**src/rtl/rwg_pkg.sv**
```systemverilog
`timescale 1ns/1ps
// Package: shared types for the read wait-state generator.
// Assumes at most 7 fixed wait cycles per access (CNT_W bits).
package rwg_pkg;
    localparam int CNT_W = 3;

    typedef enum logic [2:0] {
        SPC_EXT          = 3'd0,
        SPC_DRAM         = 3'd1,
        SPC_MUXIO        = 3'd2,
        SPC_ONCHIP_MEM   = 3'd3,
        SPC_ONCHIP_PERIPH = 3'd4
    } space_e;

    typedef struct packed {
        logic [CNT_W-1:0] waits;   // fixed wait cycles after cycle 1
        logic             sample;  // wait_n honoured at end of fixed part
    } timing_t;
endpackage

```
**src/rtl/rwg_ctrl_reg.sv**
```systemverilog
`timescale 1ns/1ps
// Module: configuration word holder.
// Stores one read-wait bit per area in the top AREAS bits and a guarded
// write-wait bit; every other bit reads back as 1 and ignores writes.
// Assumes REG_W > AREAS + 1 so the fields do not overlap.
module rwg_ctrl_reg #(
    parameter int AREAS = 8,
    parameter int REG_W = 16,
    parameter int WW_BIT = 1
) (
    input  logic             clk,
    input  logic             rst_n,
    input  logic             wr_en,
    input  logic [REG_W-1:0] wdata,
    input  logic             area1_dram,
    output logic [AREAS-1:0] rw_bits,
    output logic [REG_W-1:0] rdata
);
    localparam int RW_LSB = REG_W - AREAS;

    logic [AREAS-1:0] rw_q;
    logic             ww_q;

    // Register update: read-wait field free, write-wait bit guarded.
    always_ff @(posedge clk) begin
        if (!rst_n) begin
            rw_q <= '1;
            ww_q <= 1'b1;
        end else if (wr_en) begin
            rw_q <= wdata[REG_W-1:RW_LSB];
            if (wdata[WW_BIT] || area1_dram)
                ww_q <= wdata[WW_BIT];
        end
    end

    assign rw_bits = rw_q;

    // Read-back assembly, one bit at a time.
    for (genvar i = 0; i < REG_W; i++) begin : g_rd
        if (i >= RW_LSB) begin : g_rw
            assign rdata[i] = rw_q[i-RW_LSB];
        end else if (i == WW_BIT) begin : g_ww
            assign rdata[i] = ww_q;
        end else begin : g_fix
            assign rdata[i] = 1'b1;
        end
    end
endmodule

```
**src/rtl/rwg_rule.sv**
```systemverilog
`timescale 1ns/1ps
// Module: timing rule selection.
// Maps area, space type, the area's read-wait bit and the long-wait value
// onto a fixed wait count and a flag for sampling wait_n. Purely combinational.
module rwg_rule
    import rwg_pkg::*;
#(
    parameter int              AREAS     = 8,
    parameter int              LONG_W    = 2,
    parameter logic [AREAS-1:0] LONG_MASK = 8'b0100_0101
) (
    input  logic [$clog2(AREAS)-1:0] area,
    input  logic [2:0]               space,
    input  logic [AREAS-1:0]         rw_bits,
    input  logic [LONG_W-1:0]        long_wait,
    output timing_t                  timing
);
    localparam logic [CNT_W-1:0] W_NONE   = CNT_W'(0);
    localparam logic [CNT_W-1:0] W_STD    = CNT_W'(2);
    localparam logic [CNT_W-1:0] W_PERIPH = CNT_W'(2);
    localparam logic [CNT_W-1:0] W_MUX    = CNT_W'(4);

    logic rw_bit;
    logic long_area;

    assign rw_bit    = rw_bits[area];
    assign long_area = LONG_MASK[area];

    // Rule table per space type.
    always_comb begin
        timing.waits  = W_NONE;
        timing.sample = 1'b0;
        case (space_e'(space))
            SPC_EXT: begin
                if (long_area) begin
                    timing.waits  = CNT_W'(long_wait);
                    timing.sample = rw_bit;
                end else begin
                    timing.waits  = rw_bit ? W_STD : W_NONE;
                    timing.sample = rw_bit;
                end
            end
            SPC_DRAM: begin
                timing.waits  = rw_bit ? W_STD : W_NONE;
                timing.sample = rw_bit;
            end
            SPC_MUXIO: begin
                timing.waits  = W_MUX;
                timing.sample = 1'b1;
            end
            SPC_ONCHIP_PERIPH: begin
                timing.waits  = W_PERIPH;
                timing.sample = 1'b0;
            end
            default: begin
                timing.waits  = W_NONE;
                timing.sample = 1'b0;
            end
        endcase
    end
endmodule

```
**src/rtl/rwg_counter.sv**
```systemverilog
`timescale 1ns/1ps
// Module: access cycle counter.
// Accepts a start while idle, counts the fixed wait cycles, then holds on
// each low wait_n sample if sampling is enabled. Pulses ready for one cycle.
module rwg_counter
    import rwg_pkg::*;
(
    input  logic    clk,
    input  logic    rst_n,
    input  logic    start,
    input  timing_t timing,
    input  logic    wait_n,
    output logic    busy,
    output logic    ready
);
    logic [CNT_W-1:0] rem_q;
    logic             samp_q;

    // Access sequencing: accept, count down, stretch, finish.
    always_ff @(posedge clk) begin
        if (!rst_n) begin
            busy   <= 1'b0;
            ready  <= 1'b0;
            rem_q  <= '0;
            samp_q <= 1'b0;
        end else begin
            ready <= 1'b0;
            if (!busy && start) begin
                samp_q <= timing.sample;
                if (timing.waits == '0) begin
                    if (timing.sample && !wait_n) begin
                        busy  <= 1'b1;
                        rem_q <= CNT_W'(1);
                    end else begin
                        ready <= 1'b1;
                    end
                end else begin
                    busy  <= 1'b1;
                    rem_q <= timing.waits;
                end
            end else if (busy) begin
                if (rem_q > CNT_W'(1)) begin
                    rem_q <= rem_q - CNT_W'(1);
                end else if (!(samp_q && !wait_n)) begin
                    busy  <= 1'b0;
                    ready <= 1'b1;
                end
            end
        end
    end
endmodule

```
**src/rtl/rd_wait_gen.sv**
```systemverilog
`timescale 1ns/1ps
// Module: per-area read wait-state generator (top).
// Joins the configuration word, the rule table and the cycle counter.
// Assumes rd_area, rd_space and long_wait are valid in the rd_req cycle.
module rd_wait_gen
    import rwg_pkg::*;
#(
    parameter int              AREAS     = 8,
    parameter int              REG_W     = 16,
    parameter int              LONG_W    = 2,
    parameter logic [AREAS-1:0] LONG_MASK = 8'b0100_0101
) (
    input  logic                     clk,
    input  logic                     rst_n,
    input  logic                     cfg_wr,
    input  logic [REG_W-1:0]         cfg_wdata,
    output logic [REG_W-1:0]         cfg_rdata,
    input  logic                     area1_dram,
    input  logic                     rd_req,
    input  logic [$clog2(AREAS)-1:0] rd_area,
    input  logic [2:0]               rd_space,
    input  logic [LONG_W-1:0]        long_wait,
    input  logic                     wait_n,
    output logic                     busy,
    output logic                     ready
);
    logic [AREAS-1:0] rw_bits;
    timing_t          timing;

    rwg_ctrl_reg #(.AREAS(AREAS), .REG_W(REG_W), .WW_BIT(1)) u_reg (
        .clk        (clk),
        .rst_n      (rst_n),
        .wr_en      (cfg_wr),
        .wdata      (cfg_wdata),
        .area1_dram (area1_dram),
        .rw_bits    (rw_bits),
        .rdata      (cfg_rdata)
    );

    rwg_rule #(.AREAS(AREAS), .LONG_W(LONG_W), .LONG_MASK(LONG_MASK)) u_rule (
        .area      (rd_area),
        .space     (rd_space),
        .rw_bits   (rw_bits),
        .long_wait (long_wait),
        .timing    (timing)
    );

    rwg_counter u_cnt (
        .clk    (clk),
        .rst_n  (rst_n),
        .start  (rd_req),
        .timing (timing),
        .wait_n (wait_n),
        .busy   (busy),
        .ready  (ready)
    );
endmodule

```
**config.mk**
```make
export PLATFORM = sky130hd
export DESIGN_NAME = rd_wait_gen
export DESIGN_NICKNAME = d
export VERILOG_FILES = /design/src/rtl/rwg_pkg.sv /design/src/rtl/rwg_ctrl_reg.sv /design/src/rtl/rwg_rule.sv /design/src/rtl/rwg_counter.sv /design/src/rtl/rd_wait_gen.sv
export SDC_FILE = /design/constraint.sdc
export NUM_CORES = 1
export LEC_CHECK = 0
export CAP_MARGIN = 20
export CORE_MARGIN = 5
export CORE_UTILIZATION = 40
export CTS_BUF_LIST = sky130_fd_sc_hd__clkbuf_4 sky130_fd_sc_hd__clkbuf_8
export CTS_CLUSTER_SIZE = 16
export DETAILED_ROUTE_END_ITERATION = 10
export PLACE_DENSITY = 0.88
export REMOVE_ABC_BUFFERS = 1
export SLEW_MARGIN = 20
export SYNTH_ARGS = -nofsm -noshare
export SYNTH_HDL_FRONTEND = slang
export SYNTH_SLANG_ARGS = --single-unit
```
**constraint.sdc**
```tcl
create_clock -name clk -period 2.3 [get_ports clk]
set_clock_uncertainty 0.2 [all_clocks]
set_input_delay 0.23 -clock clk [delete_from_list [all_inputs] [get_ports clk]]
set_output_delay 0.23 -clock clk [all_outputs]
set_load 0.01 [all_outputs]
```
==> flow_metrics.tcl, run 1 <==
set metrics [dict create \
    fp-row-count 17 \
    area_delta_synth_final_pct 51.25 \
    timing.hold.worst_path_depth 1 \
    worst-endpoint-arrival_ns 2.28 \
    async_flop_share_pct 0 \
    dr.pass1.iters 4 \
    synth_enable_flop_cells 0 \
    drive_gt1_share_pct 16.89 \
    power.clock.fraction_pct 22.7 \
    crit_path_end_kind "flip-flop" \
    timing.final.setup_violations 0 \
    path_max_fanout 6 \
    synthesis.instances 104 \
    final_cell_mix "sky130_fd_sc_hd__clkdlybuf4s50_1, sky130_fd_sc_hd__dfxtp_1, sky130_fd_sc_hd__buf_4" \
    min_period_ns 2.248 \
    timing.rr.start "u_reg.rw_bits[1]" \
    synth-seq-cells 15 \
    avg_wl_per_cell_um 14.24 \
    synthesis.area_per_instance_um2 8.662 \
    htree_num_levels 1 \
    clk-insertion-delay-late_ns 0.30 \
    dieArea_mm2 0.003301 \
    worst_r2r_path_depth 7 \
    worst_pin_slew_ns 0.5703 \
    swShare_pct 32.18 \
    m1WireLength_um 989 \
    cts.root.buffer_cell "sky130_fd_sc_hd__clkbuf_4" \
    total_power_uw 724.6 \
    max_clock_freq_mhz 444.9 \
    post-route-worst-setup-slack_ns 0.05206 \
    clk_transition_reported_paths_ns 0.11 \
    grt_start_max_net_pins 12 \
    pint_uw 491.4 \
    routed.top_layer "met4" \
    worstHoldPathType "flip-flop to flip-flop" \
    detailroute.wirelength.met3_um 170 \
    max-cap-violations 0 \
    place_ws_ns -0.4389 \
    cts_buffers 3 \
    hold_end "u_reg.ww_q" \
    detailedRoute.firstIterationViolations 34 \
    met2RoutedLength_um 1279 \
    cts_tree "yes" \
    gp_routability_congestion 0.8215 \
    placeableCoreArea_mm2 0.002191 \
    run_status "complete, no violations" \
    yosys.cell_types.count 36 \
    detail_route.vias_per_cell 5.409 \
    crit_path_kind "input port to flip-flop" \
    power.static_leakage_nw 0.5826 \
    num-nets-final 181 \
    ff_latch_area_um2 300.3 \
    timing_hold_violations_final 0 \
    global_route.overflow_total 0 \
    detailroute.via_count 952 \
    leading_cell_type_in_the_layout_fill_and_taps_excluded "sky130_fd_sc_hd__clkdlybuf4s50_1" \
    r2r_end "u_cnt.rem_q[0]" \
    synth.cell_area_um2 900.9 \
    timing.slew.headroom_pct 61.58 \
    wirelength_um 2506 \
    multiInputGateArea_um2 555.5 \
    route.detailed.drc 0 \
    totalNegativeSetupSlack_ns 0 \
    inserted_diodes 0 \
    finish.instance_area_mm2 0.001363 \
    synth-warning-count 0 \
    holdCritStartpoint "u_reg.ww_q" \
    gr-usage-all-layers_pct 14.74 \
    final-max-slew-violation-count 0 \
    die_w_um 57.46 \
    dp_hpwl_um 1894 \
    worst_ep_required_time_ns 2.33 \
    setup.reg_to_reg.worst_slack_ns 0.19 \
    clkSinkCount 15 \
    boundaryPins 48 \
    fillCellCount 176 \
    dpl_cell_area_mm2 0.001291 \
    synth-seq-area-share_pct 33.33 \
    floorplan.die.height_um 57.46 \
    place.port_buffers 33 \
    clockBufferDepth 2 \
    ir_worst_vdd_mv 0.2750 \
    cp-start-kind "input port" \
    synth_top_flop_cell "sky130_fd_sc_hd__dfxtp_1" \
    share_comb_of_total_power_pct 34.9 \
    antenna_violations_before_repair 0 \
    seq_power_share_pct 42.5 \
    net_load_switching_power_uw 233.2 \
    fin_crit_sh_pct 97.74 \
    power-per-cell-area_mw_per_mm2 531.8 \
    final_antenna_net_count 0 \
    first_global_vias 918 \
    wire_length_of_the_first_global_routing_pass_um 3933 \
    starting_density_pct 41.12 \
]
==> synthesized netlist by cell type, types with 2 or more instances <==
master / count / share of area (%)
sky130_fd_sc_hd__mux2i_1: 9 / 10
sky130_fd_sc_hd__nor2_1: 7 / 2.9
sky130_fd_sc_hd__buf_4: 8 / 6.7
sky130_fd_sc_hd__ha_1: 2 / 2.8
sky130_fd_sc_hd__clkbuf_1: 2 / 0.83
sky130_fd_sc_hd__or3_1: 3 / 2.1
sky130_fd_sc_hd__o21ai_1: 3 / 1.7
sky130_fd_sc_hd__a211oi_2: 2 / 2.8
sky130_fd_sc_hd__a31oi_1: 2 / 1.4
sky130_fd_sc_hd__inv_1: 5 / 2.1
sky130_fd_sc_hd__o21ai_0: 3 / 1.7
sky130_fd_sc_hd__a21oi_1: 5 / 2.8
sky130_fd_sc_hd__nand2_1: 11 / 4.6
sky130_fd_sc_hd__and2_1: 2 / 1.4
sky130_fd_sc_hd__nand4_1: 2 / 1.4
sky130_fd_sc_hd__nor2b_1: 4 / 2.8
sky130_fd_sc_hd__dfxtp_1: 15 / 33
==> stage by stage <==
step	instances	hold slack, ns	util (%)
after floorplan	99	0.09194	-
after global placement	170	0.2703	58.94
after detailed placement	170	0.2689	58.94
after CTS	175	0.3006	60.65
after global routing	176	0.3315	62.19
final	176	0.3012	62.19
==> final cells by class <==
| type | count | share of cell area [%] |
|---|---|---|
| Multi-Input combinational cell | 79 | 40.77 |
| Timing Repair Buffer | 45 | 31.04 |
| Sequential cell | 15 | 22.04 |
| Tap cell | 28 | 2.571 |
| Clock buffer | 3 | 1.653 |
| Inverter | 5 | 1.377 |
| Clock inverter | 1 | 0.5510 |
==> flip-flops by register name, indices dropped and copies added, names as in the netlist <==
| register | cells |
|---|---|
| u_cnt.ready | 1 |
| u_reg.rw_bits | 8 |
| u_cnt.rem_q | 3 |
| u_cnt.samp_q | 1 |
| u_cnt.busy | 1 |
| u_reg.ww_q | 1 |
==> power groups by stage <==
stage | combinational [mW] | sequential [mW] | clock (mW)
detailed placement | 0.238 | 0.313 | 0
floorplan | 0.117 | 0.315 | 0
global placement | 0.228 | 0.311 | 0
global route | 0.273 | 0.311 | 0.175
finish | 0.253 | 0.308 | 0.164
CTS | 0.243 | 0.308 | 0.168
==> critical path: stages <==
cell	delay, ns
sky130_fd_sc_hd__clkdlybuf4s50_1	0.53
sky130_fd_sc_hd__mux2_1	0.34
sky130_fd_sc_hd__a222oi_1	0.27
sky130_fd_sc_hd__buf_4	0.19
sky130_fd_sc_hd__a211oi_4	0.07
sky130_fd_sc_hd__a211oi_4	0.33
sky130_fd_sc_hd__a21oi_1	0.13
sky130_fd_sc_hd__a211oi_2	0.19
==> worst max-delay path by stage <==
stage | to | start | slack, ns | depth (start not counted)
floorplan | u_cnt.rem_q[0] | u_reg.rw_bits[1] | 0.23 | 6
global placement | u_cnt.busy | rd_area[0] | -0.30 | 7
detailed placement | u_cnt.rem_q[0] | rd_area[0] | -0.44 | 7
CTS | u_cnt.rem_q[1] | rd_area[0] | 0.03 | 9
global route | u_cnt.rem_q[1] | rd_area[0] | -0.009 | 9
finish | u_cnt.rem_q[0] | rd_area[0] | 0.05 | 8
==> cells by family (layout without fill, tap and decap cells) <==
logic type                 count (synthesis)  after routing  share of synthesized area, %
other                                      1              7                        0.4163
buffers and inverters                     16             54                         10.14
muxes                                     12             12                         14.17
DFF                                       15             15                         33.33
xor gates and xnor gates                   1              1                        0.9724
adders and majority gates                  2              2                         2.777
AOI/OAI and AO/OA                         22             22                         18.75
and+or+nand+nor                           35             35                         19.44
==> metal layers <==
metal | up-vias | track usage [%]
met4 | 0 | 6.954
met2 | 45 | 26.13
li1 | 436 | -
met1 | 464 | 17.23
met3 | 7 | 2.036
met5 | - | 0
==> repair_timing <==
action | in CTS | in global routing
setup endpoints to repair | 5 | 5
hold endpoints to repair | 0 | 0
gates resized for setup | 0 | 5
setup buffers | 1 | 1
hold buffers | 0 | 0
pin swaps | 1 | 2
Note: power is estimated with default switching activity, not from simulation.
==> inputs of run 2 (changes only) <==
--- a/config.mk
+++ b/config.mk
@@ -5,7 +5,7 @@
 export SDC_FILE = /design/constraint.sdc
 export NUM_CORES = 1
 export LEC_CHECK = 0
-export CAP_MARGIN = 20
+export ABC_CLOCK_PERIOD_IN_PS = 2300
 export CORE_MARGIN = 5
 export CORE_UTILIZATION = 40
 export CTS_BUF_LIST = sky130_fd_sc_hd__clkbuf_4 sky130_fd_sc_hd__clkbuf_8
==> results of run 2 <==
Same layout as run 1: the final DEF is identical, and so are final timing and power.
